[config.mk]
export PLATFORM = sky130hd
export DESIGN_NAME = gpio_modeport
export DESIGN_NICKNAME = d
export VERILOG_FILES = /design/src/rtl/gpio_port_pkg.sv /design/src/rtl/gpio_regs.sv /design/src/rtl/gpio_sync.sv /design/src/rtl/gpio_pin_ctrl.sv /design/src/rtl/gpio_modeport.sv
export SDC_FILE = /design/constraint.sdc
export NUM_CORES = 1
export LEC_CHECK = 0
export BUFFER_PORTS_ARGS = -buffer_cell sky130_fd_sc_hd__buf_2
export CAP_MARGIN = 40
export CORE_ASPECT_RATIO = 1.1
export CORE_MARGIN = 5
export CORE_UTILIZATION = 47
export DETAILED_ROUTE_END_ITERATION = 10
export GPL_ROUTABILITY_DRIVEN = 0
export PLACE_DENSITY = 0.9
export SLEW_MARGIN = 0
export SYNTH_ARGS = -nofsm -noshare
export SYNTH_HDL_FRONTEND = slang
export SYNTH_SLANG_ARGS = --single-unit
[constraint.sdc]
create_clock -name clk -period 1.2 [get_ports clk]
set_clock_uncertainty 0.2 [all_clocks]
set_input_delay 0 -clock clk [delete_from_list [all_inputs] [get_ports clk]]
set_output_delay 0 -clock clk [all_outputs]
set_load 0.05 [all_outputs]
[src/rtl/gpio_port_pkg.sv]
package gpio_port_pkg;

    localparam int MODE_BITS = 2;

    typedef enum logic [MODE_BITS-1:0] {
        PM_ALT     = 2'b00,
        PM_OUT     = 2'b01,
        PM_IN_PULL = 2'b10,
        PM_IN_FLT  = 2'b11
    } pin_mode_e;

    typedef struct packed {
        logic drv;
        logic en;
        logic pull;
    } pad_ctl_t;

    // Input roles read the pin; the other roles read storage.
    function automatic logic mode_reads_pin(pin_mode_e m);
        return (m == PM_IN_PULL) || (m == PM_IN_FLT);
    endfunction

endpackage

[src/rtl/gpio_regs.sv]
module gpio_regs
    import gpio_port_pkg::*;
#(
    parameter int NPINS = 8
) (
    input  logic                       clk,
    input  logic                       rst,
    input  logic                       data_we,
    input  logic                       mode_we,
    input  logic [MODE_BITS*NPINS-1:0] wdata,
    output logic [NPINS-1:0]           data_q,
    output logic [MODE_BITS*NPINS-1:0] mode_q
);

    always_ff @(posedge clk) begin
        if (rst) begin
            data_q <= '0;
            mode_q <= '0;
        end else begin
            if (data_we) data_q <= wdata[NPINS-1:0];
            if (mode_we) mode_q <= wdata;
        end
    end

endmodule

[src/rtl/gpio_sync.sv]
module gpio_sync #(
    parameter int NPINS  = 8,
    parameter int STAGES = 2
) (
    input  logic             clk,
    input  logic             rst,
    input  logic [NPINS-1:0] async_in,
    output logic [NPINS-1:0] sync_out
);

    logic [NPINS-1:0] stage_q [STAGES];

    for (genvar s = 0; s < STAGES; s++) begin : g_stage
        if (s == 0) begin : g_first
            always_ff @(posedge clk) begin
                if (rst) stage_q[0] <= '0;
                else     stage_q[0] <= async_in;
            end
        end else begin : g_next
            always_ff @(posedge clk) begin
                if (rst) stage_q[s] <= '0;
                else     stage_q[s] <= stage_q[s-1];
            end
        end
    end

    assign sync_out = stage_q[STAGES-1];

endmodule

[src/rtl/gpio_pin_ctrl.sv]
module gpio_pin_ctrl
    import gpio_port_pkg::*;
(
    input  logic [MODE_BITS-1:0] mode,
    input  logic                 data_bit,
    input  logic                 pin_lvl,
    input  logic                 alt_o,
    input  logic                 alt_en,
    output logic                 pad_o,
    output logic                 pad_en,
    output logic                 pad_pull,
    output logic                 rd_bit
);

    pin_mode_e m;
    pad_ctl_t  ctl;

    assign m = pin_mode_e'(mode);

    always_comb begin
        ctl = '0;
        unique case (m)
            PM_ALT:     begin ctl.drv = alt_o;    ctl.en = alt_en; end
            PM_OUT:     begin ctl.drv = data_bit; ctl.en = 1'b1;   end
            PM_IN_PULL: ctl.pull = 1'b1;
            PM_IN_FLT:  ctl = '0;
            default:    ctl = '0;
        endcase
    end

    assign pad_o    = ctl.drv;
    assign pad_en   = ctl.en;
    assign pad_pull = ctl.pull;
    assign rd_bit   = mode_reads_pin(m) ? pin_lvl : data_bit;

endmodule

[src/rtl/gpio_modeport.sv]
module gpio_modeport
    import gpio_port_pkg::*;
#(
    parameter int NPINS = 8
) (
    input  logic                       clk,
    input  logic                       rst,
    input  logic                       reg_addr,
    input  logic                       reg_wr,
    input  logic [MODE_BITS*NPINS-1:0] reg_wdata,
    output logic [MODE_BITS*NPINS-1:0] reg_rdata,
    input  logic [NPINS-1:0]           pin_in,
    input  logic [NPINS-1:0]           alt_out,
    input  logic [NPINS-1:0]           alt_oe,
    output logic [NPINS-1:0]           pad_out,
    output logic [NPINS-1:0]           pad_oe,
    output logic [NPINS-1:0]           pad_pu
);

    localparam int BUS_W = MODE_BITS * NPINS;

    logic [NPINS-1:0] data_q;
    logic [BUS_W-1:0] mode_q;
    logic [NPINS-1:0] pin_sync;
    logic [NPINS-1:0] rd_bits;

    gpio_regs #(.NPINS(NPINS)) u_regs (
        .clk     (clk),
        .rst     (rst),
        .data_we (reg_wr && !reg_addr),
        .mode_we (reg_wr &&  reg_addr),
        .wdata   (reg_wdata),
        .data_q  (data_q),
        .mode_q  (mode_q)
    );

    gpio_sync #(.NPINS(NPINS), .STAGES(2)) u_sync (
        .clk      (clk),
        .rst      (rst),
        .async_in (pin_in),
        .sync_out (pin_sync)
    );

    for (genvar i = 0; i < NPINS; i++) begin : g_pin
        gpio_pin_ctrl u_pin (
            .mode     (mode_q[MODE_BITS*i +: MODE_BITS]),
            .data_bit (data_q[i]),
            .pin_lvl  (pin_sync[i]),
            .alt_o    (alt_out[i]),
            .alt_en   (alt_oe[i]),
            .pad_o    (pad_out[i]),
            .pad_en   (pad_oe[i]),
            .pad_pull (pad_pu[i]),
            .rd_bit   (rd_bits[i])
        );
    end

    always_comb begin
        if (reg_addr) reg_rdata = mode_q;
        else          reg_rdata = {{(BUS_W-NPINS){1'b0}}, rd_bits};
    end

endmodule

==> results of run 1 <==
==> final timing paths <==
check	start	end	depth (start not counted)
worst min-delay path	reg_wr	u_regs.mode_q[6]	5
worst max-delay path	u_regs.mode_q[6]	pad_out[3]	3
worst min register to register	u_sync.stage_q[0][4]	u_sync.stage_q[1][4]	1
worst max register to register	u_regs.mode_q[0]	u_regs.mode_q[0]	3
==> area by class of cell <==
| cell class | instances | area share [%] |
|---|---|---|
| timing repair buffer | 131 | 35.9 |
| multi-input combinational | 155 | 33.0 |
| sequential | 40 | 26.5 |
| clock buffer | 5 | 2.11 |
| tap | 52 | 1.99 |
| clock inverter | 2 | 0.383 |
| antenna | 1 | 0.0767 |
==> cell usage in the layout (no fill, tap or decap), drive strengths merged <==
master,synthesis,routed
buf,29,105
nand2,41,41
dfxtp,40,40
nor2,32,32
dlygate4sd3,0,26
mux2i,24,24
nor2b,24,24
a21oi,16,16
and2,9,9
o21ai,8,8
clkbuf,5,5
diode,0,1
nand2b,1,1
clkinv,0,1
clkinvlp,0,1
==> power groups by stage <==
stage          combinational (mW)  sequential [mW]  clock (mW)
2_1_floorplan               0.591             1.46           0
3_3_place_gp                0.703             1.47           0
3_5_place_dp                0.711             1.47           0
4_1_cts                     0.885             1.43       0.857
5_1_grt                      1.08             1.45       0.917
6_report                     1.03             1.44       0.839
==> per-stage QoR <==
step | setup slack (ps) | std cells | power (mW) | utilization (%)
4_1_cts | -137 | 373 | 3.17 | 73.5
6_report | -205 | 386 | 3.30 | 82.3
3_5_place_dp | 61.4 | 340 | 2.18 | 57.6
5_1_grt | -250 | 386 | 3.44 | 82.3
2_1_floorplan | 68.7 | 229 | 2.05 | -
3_3_place_gp | 76.3 | 340 | 2.17 | 57.6
==> per-layer routing <==
metal,routed length (um),vias to the layer above,track usage [%]
met1,2280,892,22.8
met4,140,0,5.26
li1,-,917,-
met2,3400,77,38.5
met3,366,15,5.49
met5,0,-,0
==> critical path: cells and delay by family, from the launching register on <==
kind / cells / cell delay, ps
flops: 1 / 390
mux: 1 / 270
buf+inv: 1 / 160
simple gates: 1 / 100
==> flip-flops by register name, indices dropped and copies added, names as in the netlist <==
name,cells
u_sync.stage_q,16
u_regs.data_q,8
u_regs.mode_q,16
==> what timing repair did <==
item                       CTS  global route
hold buffers                26             1
hold endpoints to repair    40             3
gates resized for setup    109            75
setup endpoints to repair   40            53
pin swaps                    3            12
buffers inserted             0            12
==> cells by family (layout without fill, tap and decap cells) <==
logic type	Yosys count	after routing
other cells	0	1
simple gates	107	107
buf+inv	34	138
mux	24	24
compound gates	24	24
flops	40	40
==> impl_metrics.yaml, run 1 <==
pwr:
  switching_share_pct: 32.7
  peakVddDrop_uv: 918
  clkPwrFrac_pct: 25.4
  p_int_mw: 2.22
  p_leak_nw: 1.41
  p_sw_mw: 1.08
  power_density_nw_per_um2: 1010
  pwr-share-comb_pct: 31.0
  power_frac_seq_pct: 43.6
sta:
  finalHoldViolCount: 3
  tightest_slew_ps: 223
  fin_tns_setup_ps: -2670
  slew_viol_final: 0
  rsz0062_at_grt: "true"
  fin_crit_sh_pct: 117
  fin_ws_ps: -205
  hold_slack_ps: -8.05
  slew_headroom_pct: 84.7
  min_period_ps: 1410
  finalSetupViolCount: 31
  max_freq_mhz: 712
synth:
  synth_edf_count: 0
  synthXorXnorAreaFrac_pct: 0
  synth_most_common_cell: "nand2_1"
  syn_nets: 273
  yosys_most_used_dff: "dfxtp_1"
  syn_avg_cell_area_um2: 8.38
  synth_top_area_share_pct: 41.7
  yosysUniqueCellTypes: 15
  async_reset_ff_share_pct: 0
  synth-seq-cells: 40
  synth_top_family_by_area: "simple AND/OR/NAND/NOR gates"
  yosysWarnings: 0
  yosysTopAreaCell: "dfxtp_1"
  yosys.area_share.simple_pct: 25.4
  synth_area_um2: 1920
  synth_compound_area_share_pct: 8.21
  synth_area_leaders: "dfxtp_1 42%, mux2i_1 13%, buf_4 10%"
  synthCells: 229
  synth_mux_area_share_pct: 12.5
  synthTopCellsByCount: "41 x nand2_1, 40 x dfxtp_1, 32 x nor2_1, 26 x buf_4"
  synth_seq_area_share_pct: 41.7
  synth-adder-area-share_pct: 0
route:
  viasPerCell: 4.92
  avgRoutedWirePerCell_um: 16.0
  first_pass_iters: 4
  drt_iter0_markers: 85
  vias: 1901
  drtAntennaViolNets: 0
  drt_wl_total_um: 6190
  remaining_drc_errors: 0
finish:
  final_net_count: 377
  drive_gt1_share_pct: 55.9
  area_delta_synth_final_pct: 70.0
  multi_input_area_um2: 1080
  regArea_um2: 866
  design_area_um2: 3260
  fill_cells: 227
global_routing:
  first_global_vias: 1818
  grt-ovfl-total: 0
  grt_pass1_wl_um: 8950
  grt_max_degree: 41
  grt_usage_pct: 20.7
  antenna_found_initial: 1
worst_setup_path:
  slowest_stage: "dfxtp_4"
  crit_required_ps: 1000
  crit_fanout: 5
  startpoint_type: "flip-flop"
  r2r_slack_ps: 210
  max_stage_delay_ps: 390
  cp.arrival_ps: 1210
  path_class: "flip-flop to primary output"
  cp-end-kind: "primary output"
  crit_chain: "mux2i_1 -> nor2_1 -> buf_6"
floorplan:
  rows: 24
  die_x_um: 70.9
  dieArea_um2: 5460
  fp.dieH_um: 77.0
  core_area_um2: 3960
  io_pins: 84
  start_util_pct: 48.4
placed_design:
  post-dp-hpwl_um: 3370
  io_buffers: 83
  postPlaceCellArea_um2: 2280
cts:
  cts_tree: "yes"
  clk_pin_slew_worst_paths_ps: 70
  clkSinkCount: 40
  htreeDepth: 2
  insertion_delay_ps: 290
  numCtsBuffers: 5
  clockBufferDepth: 2
  cts-root-buf: "clkbuf_8"
worst_hold_path:
  hold_path_class: "input pin to flip-flop"
outcome:
  status: "finished, violations left"
  violations: "negative hold slack, negative setup slack"
job:
  cap_violations: 0
Note: power is estimated with default switching activity, not from simulation.
==> run 2, diff against run 1 <==
- SKIP_CTS_REPAIR_TIMING: default -> 1
==> run 2 against run 1 <==
Net effect: the flow still finishes with violations (negative hold slack, negative setup slack); first-iteration DRC count fell by 38%; via count fell by 3.2%; register-to-register slack improved by 30 ps; global-route usage fell by 4.0 points; fmax rose by 2.5%; worst hold slack got worse by 13 ps; combinational power fell by 5%; non-clock buffer count fell by 8; critical path type unchanged; critical endpoint is now reg_rdata[1].
==> impl_metrics.yaml, run 2 (synthesis gave the netlist of run 1 again) <==
worst_setup_path:
  crit_fanout: 6
  max_stage_delay_ps: 380
  crit_chain: "mux2i_2 -> o21ai_2 -> buf_6"
  path_class: "flip-flop to primary output"
  cp-end-kind: "primary output"
  slowest_stage: "dfxtp_4"
  startpoint_type: "flip-flop"
  crit_required_ps: 1000
  critical_path_buf_inv_count: 1
  startpoint: "u_regs.mode_q[3]"
  cp_top_family: "flip-flops"
  cp.arrival_ps: 1170
  reg2reg_from: "u_regs.mode_q[15]"
global_routing:
  first_global_vias: 1627
  antenna_found_initial: 0
  grt_usage_pct: 16.6
  grt_max_degree: 41
  grt_pass1_wl_um: 7330
  grt-ovfl-total: 0
finish:
  reg_top3: "u_regs.mode_q (16), u_sync.stage_q (16), u_regs.data_q (8)"
  drive_gt1_share_pct: 54.8
  area_delta_synth_final_pct: 64.5
  final_common_cell: "buf_2"
  diodes: 0
  final_cell_mix: "43 x buf_2, 41 x nand2_1, 37 x buf_6"
  fill_cells: 245
  final_net_count: 369
  multi_input_area_um2: 1080
  regArea_um2: 865
placed_design:
  place_ws_ps: 61.4
  io_buffers: 83
  post-dp-hpwl_um: 3370
route:
  vias: 1841
  remaining_drc_errors: 0
  viasPerCell: 4.88
  avgRoutedWirePerCell_um: 15.5
  drt_iter0_markers: 53
  drt_wl_total_um: 5840
  drtAntennaViolNets: 0
  first_pass_iters: 4
pwr:
  power_density_nw_per_um2: 1030
  p_leak_nw: 1.36
  peakVddDrop_uv: 913
  p_total_mw: 3.26
floorplan:
  core_area_um2: 3960
  rows: 24
  die_x_um: 70.9
  start_util_pct: 48.4
  fp.dieH_um: 77.0
  dieArea_um2: 5460
  io_pins: 84
sta:
  finalHoldViolCount: 6
  max_freq_mhz: 729
  fin_tns_setup_ps: -2230
  hold_slack_ps: -21.2
  fin_ws_ps: -172
  tightest_slew_ps: 198
  slew_viol_final: 0
  finalSetupViolCount: 29
  fin_crit_sh_pct: 114
  min_period_ps: 1370
  slew_headroom_pct: 86.6
  rsz0062_at_grt: "true"
cts:
  clockBufferDepth: 2
  cts-root-buf: "clkbuf_8"
  clkSinkCount: 40
  cts_tree: "yes"
  clk_pin_slew_worst_paths_ps: 80
  htreeDepth: 2
  numCtsBuffers: 5
  insertion_delay_ps: 280
job:
  cap_violations: 0
worst_hold_path:
  min-delay-start: "reg_wr"
  hold_path_class: "input pin to flip-flop"
outcome:
  violations: "negative hold slack, negative setup slack"
  status: "finished, violations left"
## run 2: changes by cell type in the layout (fill, tap and decap cells not counted), sizes merged
cell	before	now
buf	105	98
diode	1	0
dlygate4sd3	26	25
## run 2: cell type report
cell class | instances | area share [%]
flip-flops and latches | 40 | 27.4
multi-input cells | 155 | 34.2
clock inverters | 2 | 0.396
repair buffers | 123 | 33.8
well taps | 52 | 2.06
clock buffers | 5 | 2.18
## run 2: final timing paths
path	cells past startpoint	to	slack (ps)
worst max-delay path	3	reg_rdata[1]	-170
worst min-delay path	5	u_regs.mode_q[6]	-20
worst max register to register	3	u_regs.mode_q[15]	240
worst min register to register	1	u_sync.stage_q[1][6]	240
## run 2: worst register-to-register path: stages (launching register included)
cell	delay, ps
dfxtp_4	380
buf_6	120
nand2_1	60
a21oi_2	140
## run 2: metal layers
| layer | part of all wire [%] | global-route usage, % | up-vias |
|---|---|---|---|
| li1 | - | - | 904 |
| met1 | 38 | 19.7 | 851 |
| met2 | 54 | 27.9 | 75 |
| met3 | 6.8 | 6.01 | 11 |
| met4 | 1.7 | 5.08 | 0 |
| met5 | 0 | 0 | - |
## run 2: report_power, final
part	internal (mW)	switching, mW	leakage (nW)
clock network	0.393	0.443	0.0400
logic	0.431	0.551	0.978
registers	1.37	0.0715	0.342
total	2.20	1.07	1.36
## run 2: stage by stage
stage	cells	area (um2)	utilization (%)	hold slack, ps
after floorplan	229	1950	-	-71.8
after global placement	340	2280	57.6	13.3
after detailed placement	340	2280	57.6	16.3
after CTS	347	2360	59.7	-285
after global routing	377	3160	79.7	9.81
final	377	3160	79.7	-21.2
